### src/rtl/pps_pkg.sv
package pps_pkg;
  localparam int unsigned DEF_RATIO       = 10_000_000;
  localparam int unsigned DEF_WIDTH       = 20;
  localparam int unsigned DEF_SYNC_STAGES = 2;

  function automatic int unsigned cnt_bits(input int unsigned ratio);
    return (ratio < 2) ? 1 : $clog2(ratio);
  endfunction
endpackage

### src/rtl/pps_restart_sync.sv
module pps_restart_sync #(
  parameter int unsigned STAGES = pps_pkg::DEF_SYNC_STAGES
) (
  input  logic clk_i,
  input  logic rst_ni,
  input  logic pin_ni,
  output logic restart_o
);
  logic [STAGES-1:0] sync_q;

  generate
    if (STAGES == 1) begin : g_one
      always_ff @(posedge clk_i or negedge rst_ni) begin
        if (!rst_ni) sync_q <= '0;
        else         sync_q <= ~pin_ni;
      end
    end else begin : g_chain
      always_ff @(posedge clk_i or negedge rst_ni) begin
        if (!rst_ni) sync_q <= '0;
        else         sync_q <= {sync_q[STAGES-2:0], ~pin_ni};
      end
    end
  endgenerate

  assign restart_o = sync_q[STAGES-1];

  initial assert_stages_R6: assert (STAGES >= 1) else $error("STAGES must be at least 1");
endmodule

### src/rtl/pps_div_counter.sv
module pps_div_counter #(
  parameter int unsigned RATIO = pps_pkg::DEF_RATIO,
  localparam int unsigned CNT_W = pps_pkg::cnt_bits(RATIO)
) (
  input  logic             clk_i,
  input  logic             rst_ni,
  input  logic             restart_i,
  output logic [CNT_W-1:0] cnt_o,
  output logic             wrap_o,
  output logic             sec_en_o
);
  localparam logic [CNT_W-1:0] LAST = CNT_W'(RATIO - 1);

  logic [CNT_W-1:0] cnt_q;
  logic             en_q;

  assign wrap_o = (cnt_q == LAST);

  // restart and terminal count share the clear path
  always_ff @(posedge clk_i or negedge rst_ni) begin
    if (!rst_ni)                 cnt_q <= '0;
    else if (restart_i || wrap_o) cnt_q <= '0;
    else                          cnt_q <= cnt_q + 1'b1;
  end

  // restart suppresses the strobe when both coincide
  always_ff @(posedge clk_i or negedge rst_ni) begin
    if (!rst_ni) en_q <= 1'b0;
    else         en_q <= wrap_o && !restart_i;
  end

  assign cnt_o    = cnt_q;
  assign sec_en_o = en_q;

  assert_cnt_range_R10: assert property (@(posedge clk_i) disable iff (!rst_ni)
    cnt_q <= LAST);
  assert_restart_clears_R6: assert property (@(posedge clk_i) disable iff (!rst_ni)
    restart_i |=> (cnt_q == '0));
  assert_single_strobe_R3: assert property (@(posedge clk_i) disable iff (!rst_ni)
    en_q |=> !en_q);
  assert_strobe_at_zero_R2: assert property (@(posedge clk_i) disable iff (!rst_ni)
    en_q |-> (cnt_q == '0));
  assert_restart_wins_R9: assert property (@(posedge clk_i) disable iff (!rst_ni)
    restart_i |=> !en_q);

  initial assert_ratio_R10: assert (RATIO >= 2) else $error("RATIO must be at least 2");
endmodule

### src/rtl/pps_stretch.sv
module pps_stretch #(
  parameter int unsigned RATIO = pps_pkg::DEF_RATIO,
  parameter int unsigned WIDTH = pps_pkg::DEF_WIDTH,
  localparam int unsigned CNT_W = pps_pkg::cnt_bits(RATIO)
) (
  input  logic             clk_i,
  input  logic             rst_ni,
  input  logic             restart_i,
  input  logic             wrap_i,
  input  logic [CNT_W-1:0] cnt_i,
  output logic             pps_o
);
  localparam logic [CNT_W-1:0] END_CNT = CNT_W'(WIDTH - 1);

  logic pps_q;

  // set dominates clear: a held restart keeps the pulse high
  always_ff @(posedge clk_i or negedge rst_ni) begin
    if (!rst_ni)                   pps_q <= 1'b0;
    else if (restart_i || wrap_i)  pps_q <= 1'b1;
    else if (cnt_i == END_CNT)     pps_q <= 1'b0;
  end

  assign pps_o = pps_q;

  assert_hold_high_R7: assert property (@(posedge clk_i) disable iff (!rst_ni)
    restart_i |=> pps_q);
  assert_rise_on_wrap_R4: assert property (@(posedge clk_i) disable iff (!rst_ni)
    (wrap_i && !pps_q) |=> pps_q);

  initial assert_width_R10: assert (WIDTH >= 1 && WIDTH < RATIO)
    else $error("WIDTH must satisfy 1 <= WIDTH < RATIO");
endmodule

### src/rtl/pps_divider.sv
module pps_divider #(
  parameter int unsigned RATIO       = pps_pkg::DEF_RATIO,
  parameter int unsigned WIDTH       = pps_pkg::DEF_WIDTH,
  parameter int unsigned SYNC_STAGES = pps_pkg::DEF_SYNC_STAGES
) (
  input  logic clk_i,
  input  logic rst_ni,
  input  logic cnt_clr_ni,
  output logic pps_o,
  output logic sec_en_o
);
  localparam int unsigned CNT_W = pps_pkg::cnt_bits(RATIO);

  logic             restart;
  logic [CNT_W-1:0] cnt;
  logic             wrap;

  pps_restart_sync #(.STAGES(SYNC_STAGES)) u_sync (
    .clk_i     (clk_i),
    .rst_ni    (rst_ni),
    .pin_ni    (cnt_clr_ni),
    .restart_o (restart)
  );

  pps_div_counter #(.RATIO(RATIO)) u_cnt (
    .clk_i     (clk_i),
    .rst_ni    (rst_ni),
    .restart_i (restart),
    .cnt_o     (cnt),
    .wrap_o    (wrap),
    .sec_en_o  (sec_en_o)
  );

  pps_stretch #(.RATIO(RATIO), .WIDTH(WIDTH)) u_str (
    .clk_i     (clk_i),
    .rst_ni    (rst_ni),
    .restart_i (restart),
    .wrap_i    (wrap),
    .cnt_i     (cnt),
    .pps_o     (pps_o)
  );

  assert_pps_with_strobe_R4: assert property (@(posedge clk_i) disable iff (!rst_ni)
    sec_en_o |-> pps_o);
  assert_reset_quiet_R1: assert property (@(posedge clk_i)
    !rst_ni |-> (!pps_o && !sec_en_o));
endmodule

### config.mk
export PLATFORM = sky130hd
export DESIGN_NAME = pps_divider
export DESIGN_NICKNAME = d
export VERILOG_FILES = /design/src/rtl/pps_pkg.sv /design/src/rtl/pps_restart_sync.sv /design/src/rtl/pps_div_counter.sv /design/src/rtl/pps_stretch.sv /design/src/rtl/pps_divider.sv
export SDC_FILE = /design/constraint.sdc
export NUM_CORES = 1
export LEC_CHECK = 0
export BUFFER_PORTS_ARGS = -buffer_cell sky130_fd_sc_hd__buf_4
export CORE_UTILIZATION = 60
export DETAILED_ROUTE_END_ITERATION = 8
export GPL_TIMING_DRIVEN = 0
export HOLD_SLACK_MARGIN = 0.08
export PLACE_DENSITY = 0.76
export SETUP_SLACK_MARGIN = 0.15
export SYNTH_ARGS = -nofsm -noshare
export SYNTH_HDL_FRONTEND = slang
export SYNTH_HIERARCHICAL = 1
export SYNTH_SLANG_ARGS = --single-unit
### constraint.sdc
create_clock -name clk_i -period 5.5 [get_ports clk_i]
set_input_delay 0.55 -clock clk_i [delete_from_list [all_inputs] [get_ports clk_i]]
set_output_delay 0.55 -clock clk_i [all_outputs]
set_load 0.005 [all_outputs]
Word level (Yosys, flattened, before mapping). Cells that the tools add are included.

Bits in registers: 28. Input port bits: 3. Output and inout bits: 2. Logic and storage cells: 15.

Add/subtract/negate cells: 1. Equality and inequality tests: 2. Multiplexer cells: 3. Bitwise logic cells: 1. Reduce and logical (&&, ||, !) cells: 4.

Operators with widths (count): adder 24 x 1 -> 24 bit (second input constant) (1); equality test 24 bit (second input constant) (1); equality test 24 x 5 -> 1 bit (second input constant) (1); 2-to-1 mux 24 bit (1); 2-to-1 mux 1 bit (2); nonzero test 2 bit (1); logical AND 1 bit (1); zero test 1 bit (1); logical OR 1 bit (1); NOT 1 bit (1).

Depth between registers and ports, before layout. Gate-level depths: netlist of the first run.

Word-level depth: 3. Gate-level depth with buffers: 7. Depth with buffers taken out: 7.

Modules after synthesis. The synthesis of the first run kept the hierarchy.

By module, submodules not included: pps_div_counter (times used 1, cells each 132, area each 1260.0 um^2); pps_stretch (times used 1, cells each 11, area each 112.6 um^2); pps_restart_sync (times used 1, cells each 3, area each 53.8 um^2).

Least setup slack after synthesis of the first run. Ideal clock, no wire load.

Path type: register -> register. Start point: register u_cnt.cnt_q[0] (netlist: u_cnt/cnt_o[0]). End point: register u_cnt.cnt_q[22] (netlist: u_cnt/cnt_o[22]). Library setup time: 0.078 ns. Data arrival time: 1.919 ns. Required time: 5.422 ns. Slack: 3.503 ns. Cell stages (with the launch flop): 6. Buffers on the path: 0. Period minus slack after synthesis: 1.997 ns. Cells stage by stage: dfrtp_1 ha_1 nand4_1 or4_1 or4_1 a21oi_1.

Longest elaborated chain between the ends: 3. Elaborated cells on any way between the ends: 4.

RTL lines: start, declared (line pps_div_counter.sv:14) `logic [CNT_W-1:0] cnt_q;`; start signal, assigned (line pps_div_counter.sv:23) `else cnt_q <= cnt_q + 1'b1;`; parallel branches: the longest is 2 deep, another holds adder 24 x 1 -> 24 bit; 2-to-1 mux 24 bit (*) (line pps_div_counter.sv:22) `else if (restart_i || wrap_o) cnt_q <= '0;`.

Mark *: on every way between the ends. A chain may end at the register's enable or synchronous reset.

Worst setup path after layout of the first run.
Start point: register u_cnt.cnt_q[0] (netlist: u_cnt/cnt_o[0]). End point: register u_cnt.cnt_q[18] (netlist: u_cnt/cnt_o[18]).

The elaborated chain is that of the path after synthesis.

==> metrics.txt, run 1 <==
post-synthesis sequential area ratio=between 40 and 50%; Compound-Gate Fraction of Synth Area=under 10%; 1st-iter DRT viols=18; P per Cell Area=around 210 mW/mm²; Die H=~51 µm; Hold Path Class=input pin to async pin; Mapped Area=0.00143 mm²; crit share post-route=45.5%; initial antenna violation count=0; Synth Register Bits=28; Mean Syn Cell Area=slightly below 10 µm²; Detail Placement HPWL=2.01 mm; largest cells by area after synthesis=dfrtp_1, xnor2_1, nor2_1, nand4_1, nand3_1; EDFF count, synth=0; CTS buffer count=3; mux contribution to synthesized area=0%; fraction of the mapped netlist area in adder cells=less than 1%; fin crit period=about 2.5 ns; Post-CTS Setup Inserts=0; Required @ worst endpoint=around 5.7 ns; worst relative slew slack=a little over half; Worst Skew=between 0.009 and 0.01 ns; critical path cell sequence=ha_1, and4_1, nand3_1, o41ai_1, clkbuf_1, a21oi_1; outcome=finished, final reports clean; final cell count without fillers=182; Congestion Overflow GR=0; startpoint types=flop; Post-synth top flop=dfrtp_1; CP max-delay cell=o41ai_1; Worst Tran Pin Value=about 0.67 ns; number of max-slew violations in the final report=0; Worst Setup End Kind=flop; simple-gate share of the synthesized area=31.4%; unrepaired setup endpoints after global routing=false; Die X=between 50 and 60 µm; Placer Congestion=around 0.77; largest net degree at the start of global routing=29; share of the synthesized area in the top cell type=49.1%; vias in the first global route=around 1.1k; Die ar.=around 0.0026 mm²; hold slack=0.114 ns; Reg2Reg Launch Point=u_cnt/cnt_o[0]; count of cell types in the netlist=28; CTS tree=yes; IO buf count=4; Synth area leader=dfrtp_1; initial core utilization=between 60% and 70%; DR vias=between 1k and 1.5k; Fin. Hold Viols=0; Max-Cap Viols=0; Area Overhead vs Synth=7.11%; worst-case vdd ir drop=187 µV; post-synth net total=150; post-CTS resize count=0; Placeable Area=about 0.0022 mm²; CTS max path bufs=2; ys async rst share=between 90% and 100%; first-pass GRT wire length=4.86 mm; io pins=5; DRT Wirelength=approximately 2.8 mm; Rows=17; H-Tree Depth=1; # clock sinks=28; Tot GR Track Use=25.5%; Avg WL per Cell=around 16 µm; Post-CTS Hold Buffers=0; commonest cells in the netlist=dfrtp_1, nor2_1, nand3_1, nand4_1, xnor2_1; placed insts=~180; # DRC=0; largest family of logic cells by synthesized area=simple AND/OR/NAND/NOR gates; # diodes=0; CTS clock-pin slew for the worst setup and hold paths=~0.15 ns; Fmax achieved=399 MHz; Setup violations, final=0; CP arrival=2.69 ns; nets=roughly 160; Vias/cell=6.21; XOR/XNOR Fraction of Synth Area=8.60%; Leak Pwr=0.591 nW; iteration count of the initial detailed-routing pass=4; count leader, synth=dfrtp_1; Cells after Synth=between 100 and 150; number of routed nets with antenna violations=0; clock root buffer=clkbuf_4; fraction of layout cells with a size suffix above 1=under 10%; crit path kind=flop to flop; Worst setup startpoint=u_cnt/cnt_o[0]; warning count from the yosys run=6; CP max FO=10; setup TNS=0 ns; Clock Latency Late Sink=0.32 ns; Worst path max stage delay=~0.68 ns
-- cells in the final DEF, fill, tap and decap left out, types with 2 or more instances in the layout --
cell,synthesis,final
nor4bb_1,2,2
and4_1,2,2
dfrtp_1,28,28
clkbuf_1,2,2
buf_4,0,4
nor4_2,2,2
or3_1,7,7
nor2_1,18,18
or4_1,5,5
a21oi_1,8,8
clkbuf_4,0,3
inv_1,7,7
xor2_1,5,5
nand2_1,7,7
xnor2_1,9,9
nand4_1,9,9
o31ai_1,2,2
nor4_1,6,6
o21ai_0,6,6
nor3_1,3,3
nand3_1,9,9
-- worst max-delay path, delay by kind of cell, from the launching register on --
family | cells | cell delay, ns
AOI/OAI and AO/OA | 2 | 0.80
buffers and inverters | 1 | 0.47
and+or+nand+nor | 2 | 0.38
adders and majority gates | 1 | 0.26
DFF | 1 | 0.46
-- worst paths after layout --
kind	endpoint	slack, ns	depth (start not counted)
setup / recovery	u_cnt/cnt_o[18]	3.00	6
hold / removal	u_cnt/cnt_o[10]	0.11	1
setup reg to reg	u_cnt/cnt_o[18]	3.00	6
hold reg to reg	u_sync/sync_q[1]	0.37	0
max in group asynchronous	u_cnt/cnt_o[8]	5.12	1
min in group clk_i	u_sync/sync_q[0]	0.36	2
-- metrics by stage --
step	utilization, %	power (W)	setup WS (ns)	area, µm²
6_report	68.4	0.000323	3.00	1530
4_1_cts	68.4	0.000326	3.01	1530
3_5_place_dp	66.8	0.000229	3.04	1490
3_3_place_gp	66.8	0.000229	3.12	1490
2_1_floorplan	-	0.000222	3.50	1430
5_1_grt	68.4	0.000334	2.76	1530
-- where the power goes --
part	leakage, nW	internal, W	switching, W
logic	0.191	0.00000387	0.00000968
registers	0.379	0.000208	0.00000333
clock network	0.0210	0.0000404	0.0000572
-- sequential cells by signal, indices dropped and copies added (netlist names) --
signal	count
u_cnt/sec_en_o	1
u_sync/sync_q	2
u_cnt/cnt_o	24
u_str/pps_o	1
-- cell type report --
cell class              instances  area, µm²
multi-input cells             108        687
fillers                       175        706
plain buffers                   3       12.5
well taps                      28       35.0
inverters                       7       26.3
flip-flops and latches         28        701
clock buffers                   4       36.3
repair buffers                  4       30.0
-- per-layer routing --
metal / global-route usage, % / routed length (µm)
met5: 0 / 0
met1: 34.3 / 1280
met3: 3.64 / 112
met4: 7.41 / 17
met2: 42.7 / 1410
-- cell families (layout without fill, tap and decap cells) --
family,count (synthesis),count (layout)
buffers and inverters,10,18
AOI/OAI and AO/OA,18,18
DFF,28,28
xor gates and xnor gates,14,14
and+or+nand+nor,75,75
adders and majority gates,1,1
(Power assumes the default switching activity.)
==> run 2, diff against run 1 <==
==> constraint.sdc (replaced) <==
create_clock -name clk_i -period 2.4 [get_ports clk_i]
set_input_delay 0.24 -clock clk_i [delete_from_list [all_inputs] [get_ports clk_i]]
set_output_delay 0.24 -clock clk_i [all_outputs]
set_load 0.005 [all_outputs]
==> run 2 against run 1 <==
Against the previous run:
- setup slack worse by 2.8 ns
- non-clock buffer count increased by 2
- highest routed layer unchanged
- cell count is 1.1% higher
- critical endpoint is now u_cnt/cnt_o[22]
- largest cell class is now multi-input gates
- first-iteration DRC count increased by 17%
==> metrics.txt, run 2 (same netlist as run 1, synthesis figures left out) <==
outcome=finished, final reports clean; Worst path max stage delay=0.58 ns (-0.10 ns); DRT Wirelength=2.88 mm (+1.8%); area post-placement=0.00149 mm² (unchanged); largest net degree at the start of global routing=29 (unchanged); Post-CTS Setup Inserts=0 (unchanged); Required @ worst endpoint=2.65 ns (-3.03 ns); Internal Power=0.000583 W (+130%); CP arrival=2.41 ns (-0.28 ns); crit path buf inv count=0 (-1); 1st-iter DRT viols=21 (+3); Congestion Overflow GR=0 (unchanged); clock root buffer=clkbuf_4; IO buf count=4 (unchanged); Fmax achieved=464 MHz (+16%); Die H=50.8 µm (unchanged); worst relative slew slack=70.7% (+16 points); crit path kind=flop to flop; H-Tree Depth=1 (unchanged); Avg WL per Cell=15.6 µm (+0.73%); DR vias=1149 (+1.7%); CTS tree=yes; NetSw=0.000160 W (+130%); Max-Cap Viols=0 (unchanged); Fin. Hold Viols=0 (unchanged); fraction of layout cells with a size suffix above 1=12.8% (+3.7 points); P per Cell Area=471 mW/mm² (+120%); Largest register FFs=24 (unchanged); critical path's top delay family=simple AND/OR/NAND/NOR gates; Place WS=-0.0560 ns (-3.10 ns); most common cell after layout, fill and taps aside=dfrtp_1; CTS max path bufs=2 (unchanged); Worst Skew=0.00516 ns (-0.00474 ns); vias in the first global route=1065 (+0.28%); Die X=50.8 µm (unchanged); startpoint types=flop; Placer Congestion=0.773 (unchanged); Leak Pwr=0.636 nW (+7.6%); switching share of total power=21.6% (-0.18 points); setup TNS=0 ns (unchanged); Vias/cell=6.24 (+0.58%); # diodes=0 (unchanged); Die ar.=0.00258 mm² (unchanged); Setup violations, final=0 (unchanged); io pins=5 (unchanged); CP max-delay cell=or4_4; number of max-slew violations in the final report=0 (unchanged); initial core utilization=63.9% (unchanged); number of routed nets with antenna violations=0 (unchanged); fin crit period=2.16 ns (-0.348 ns); Rows=17 (unchanged); # clock sinks=28 (unchanged); placed insts=178 (unchanged); Clock Latency Late Sink=0.31 ns (about the same); hold slack=0.352 ns (+0.238 ns); Worst Setup End Kind=flop; Placeable Area=0.00223 mm² (unchanged); Detail Placement HPWL=2.01 mm (unchanged); sequential share of power=65.3% (-0.3 points); final cell count without fillers=184 (+1.1%); iteration count of the initial detailed-routing pass=4 (unchanged); first-pass GRT wire length=4.89 mm (+0.58%); Hold Path Class=input pin to async pin; critical path cell sequence=ha_1, nand4_1, or4_4, or4_1, a21oi_1; Area Overhead vs Synth=10.6%; CTS buffer count=3 (unchanged); CTS clock-pin slew for the worst setup and hold paths=0.14 ns (about the same); # DRC=0 (unchanged); initial antenna violation count=0 (unchanged); part of the power in the clock network=29.8% (-0.4 points); unrepaired setup endpoints after global routing=false; most frequent cells in the layout=dfrtp_1, nor2_1, nand3_1, nand4_1, xnor2_1; nets=161 (+1.3%); Worst Tran Pin Value=0.435 ns (-0.238 ns); Logic pwr share=4.8% (+0.6 points); Finished Cell Area=0.00158 mm² (+3.3%); fin worst setup slack=0.243 ns (-2.75 ns); worst-case vdd ir drop=430 µV (+130%); Tot GR Track Use=25.6% (+0.13 points); CP max FO=5 (-5); crit share post-route=89.9% (+44 points)
## run 2: cell types whose count changed in the layout (fill, tap and decap cells not counted)
cell	change
dlygate4sd3_1	+2
clkbuf_1	-2
or4_4	+2
or4_1	-2
dfrtp_2	+1
o41ai_4	+1
dfrtp_1	-1
clkbuf_2	+2
o41ai_1	-1
## run 2: worst register-to-register path, delay by kind of cell (launching register included)
| family | cells | cell delay, ns |
|---|---|---|
| simple gates | 3 | 1.27 |
| compound gates | 1 | 0.15 |
| flops | 1 | 0.43 |
| fa+ha+maj | 1 | 0.25 |
## run 2: metal layers
metal | up-vias | GRT usage, % | part of all wire, %
met1 | 572 | 34.7 | 47
li1 | 555 | - | -
met3 | 2 | 3.64 | 2.6
met5 | - | 0 | 0
met2 | 20 | 42.7 | 50
met4 | 0 | 7.41 | 0.59
## run 2: power by group through the flow
stage | clock (W) | sequential [W] | combinational [W]
5_1_grt | 0.000241 | 0.000487 | 0.0000415
2_1_floorplan | 0 | 0.000492 | 0.0000153
6_report | 0.000222 | 0.000485 | 0.0000359
4_1_cts | 0.000231 | 0.000485 | 0.0000351
3_5_place_dp | 0 | 0.000494 | 0.0000314
3_3_place_gp | 0 | 0.000494 | 0.0000306
## run 2: final timing paths
kind / from / to / slack [ns] / cells after the start
max: u_cnt/cnt_o[1] / u_cnt/cnt_o[22] / 0.24 / 5
min: rst_ni / u_cnt/cnt_o[12] / 0.35 / 2
max reg2reg: u_cnt/cnt_o[1] / u_cnt/cnt_o[22] / 0.24 / 5
min reg2reg: u_sync/sync_q[0] / u_sync/sync_q[1] / 0.37 / 0
max in group asynchronous: rst_ni / u_cnt/cnt_o[0] / 1.78 / 2
min in group clk_i: u_sync/sync_q[0] / u_sync/sync_q[1] / 0.37 / 0
## run 2: through the flow
stage	utilization, %	power [W]
global placement	66.8	0.000525
CTS	69.7	0.000751
floorplan	-	0.000508
finish	70.6	0.000743
detailed placement	66.8	0.000526
global route	70.6	0.000769
## run 2: final cells by class
cell class / count / area (µm²)
plain buffers: 3 / 15.0
fillers: 167 / 656
repair buffers: 6 / 50.0
clock buffers: 4 / 36.3
well taps: 28 / 35.0
inverters: 7 / 26.3
flip-flops and latches: 28 / 702
multi-input cells: 108 / 713
## run 2: what timing repair did
item / CTS / global route
cloned: 0 / 0
hold endpoints to repair: 29 / 0
hold buffers: 2 / 0
gates resized for setup: 3 / 4
setup endpoints to repair: 20 / 20
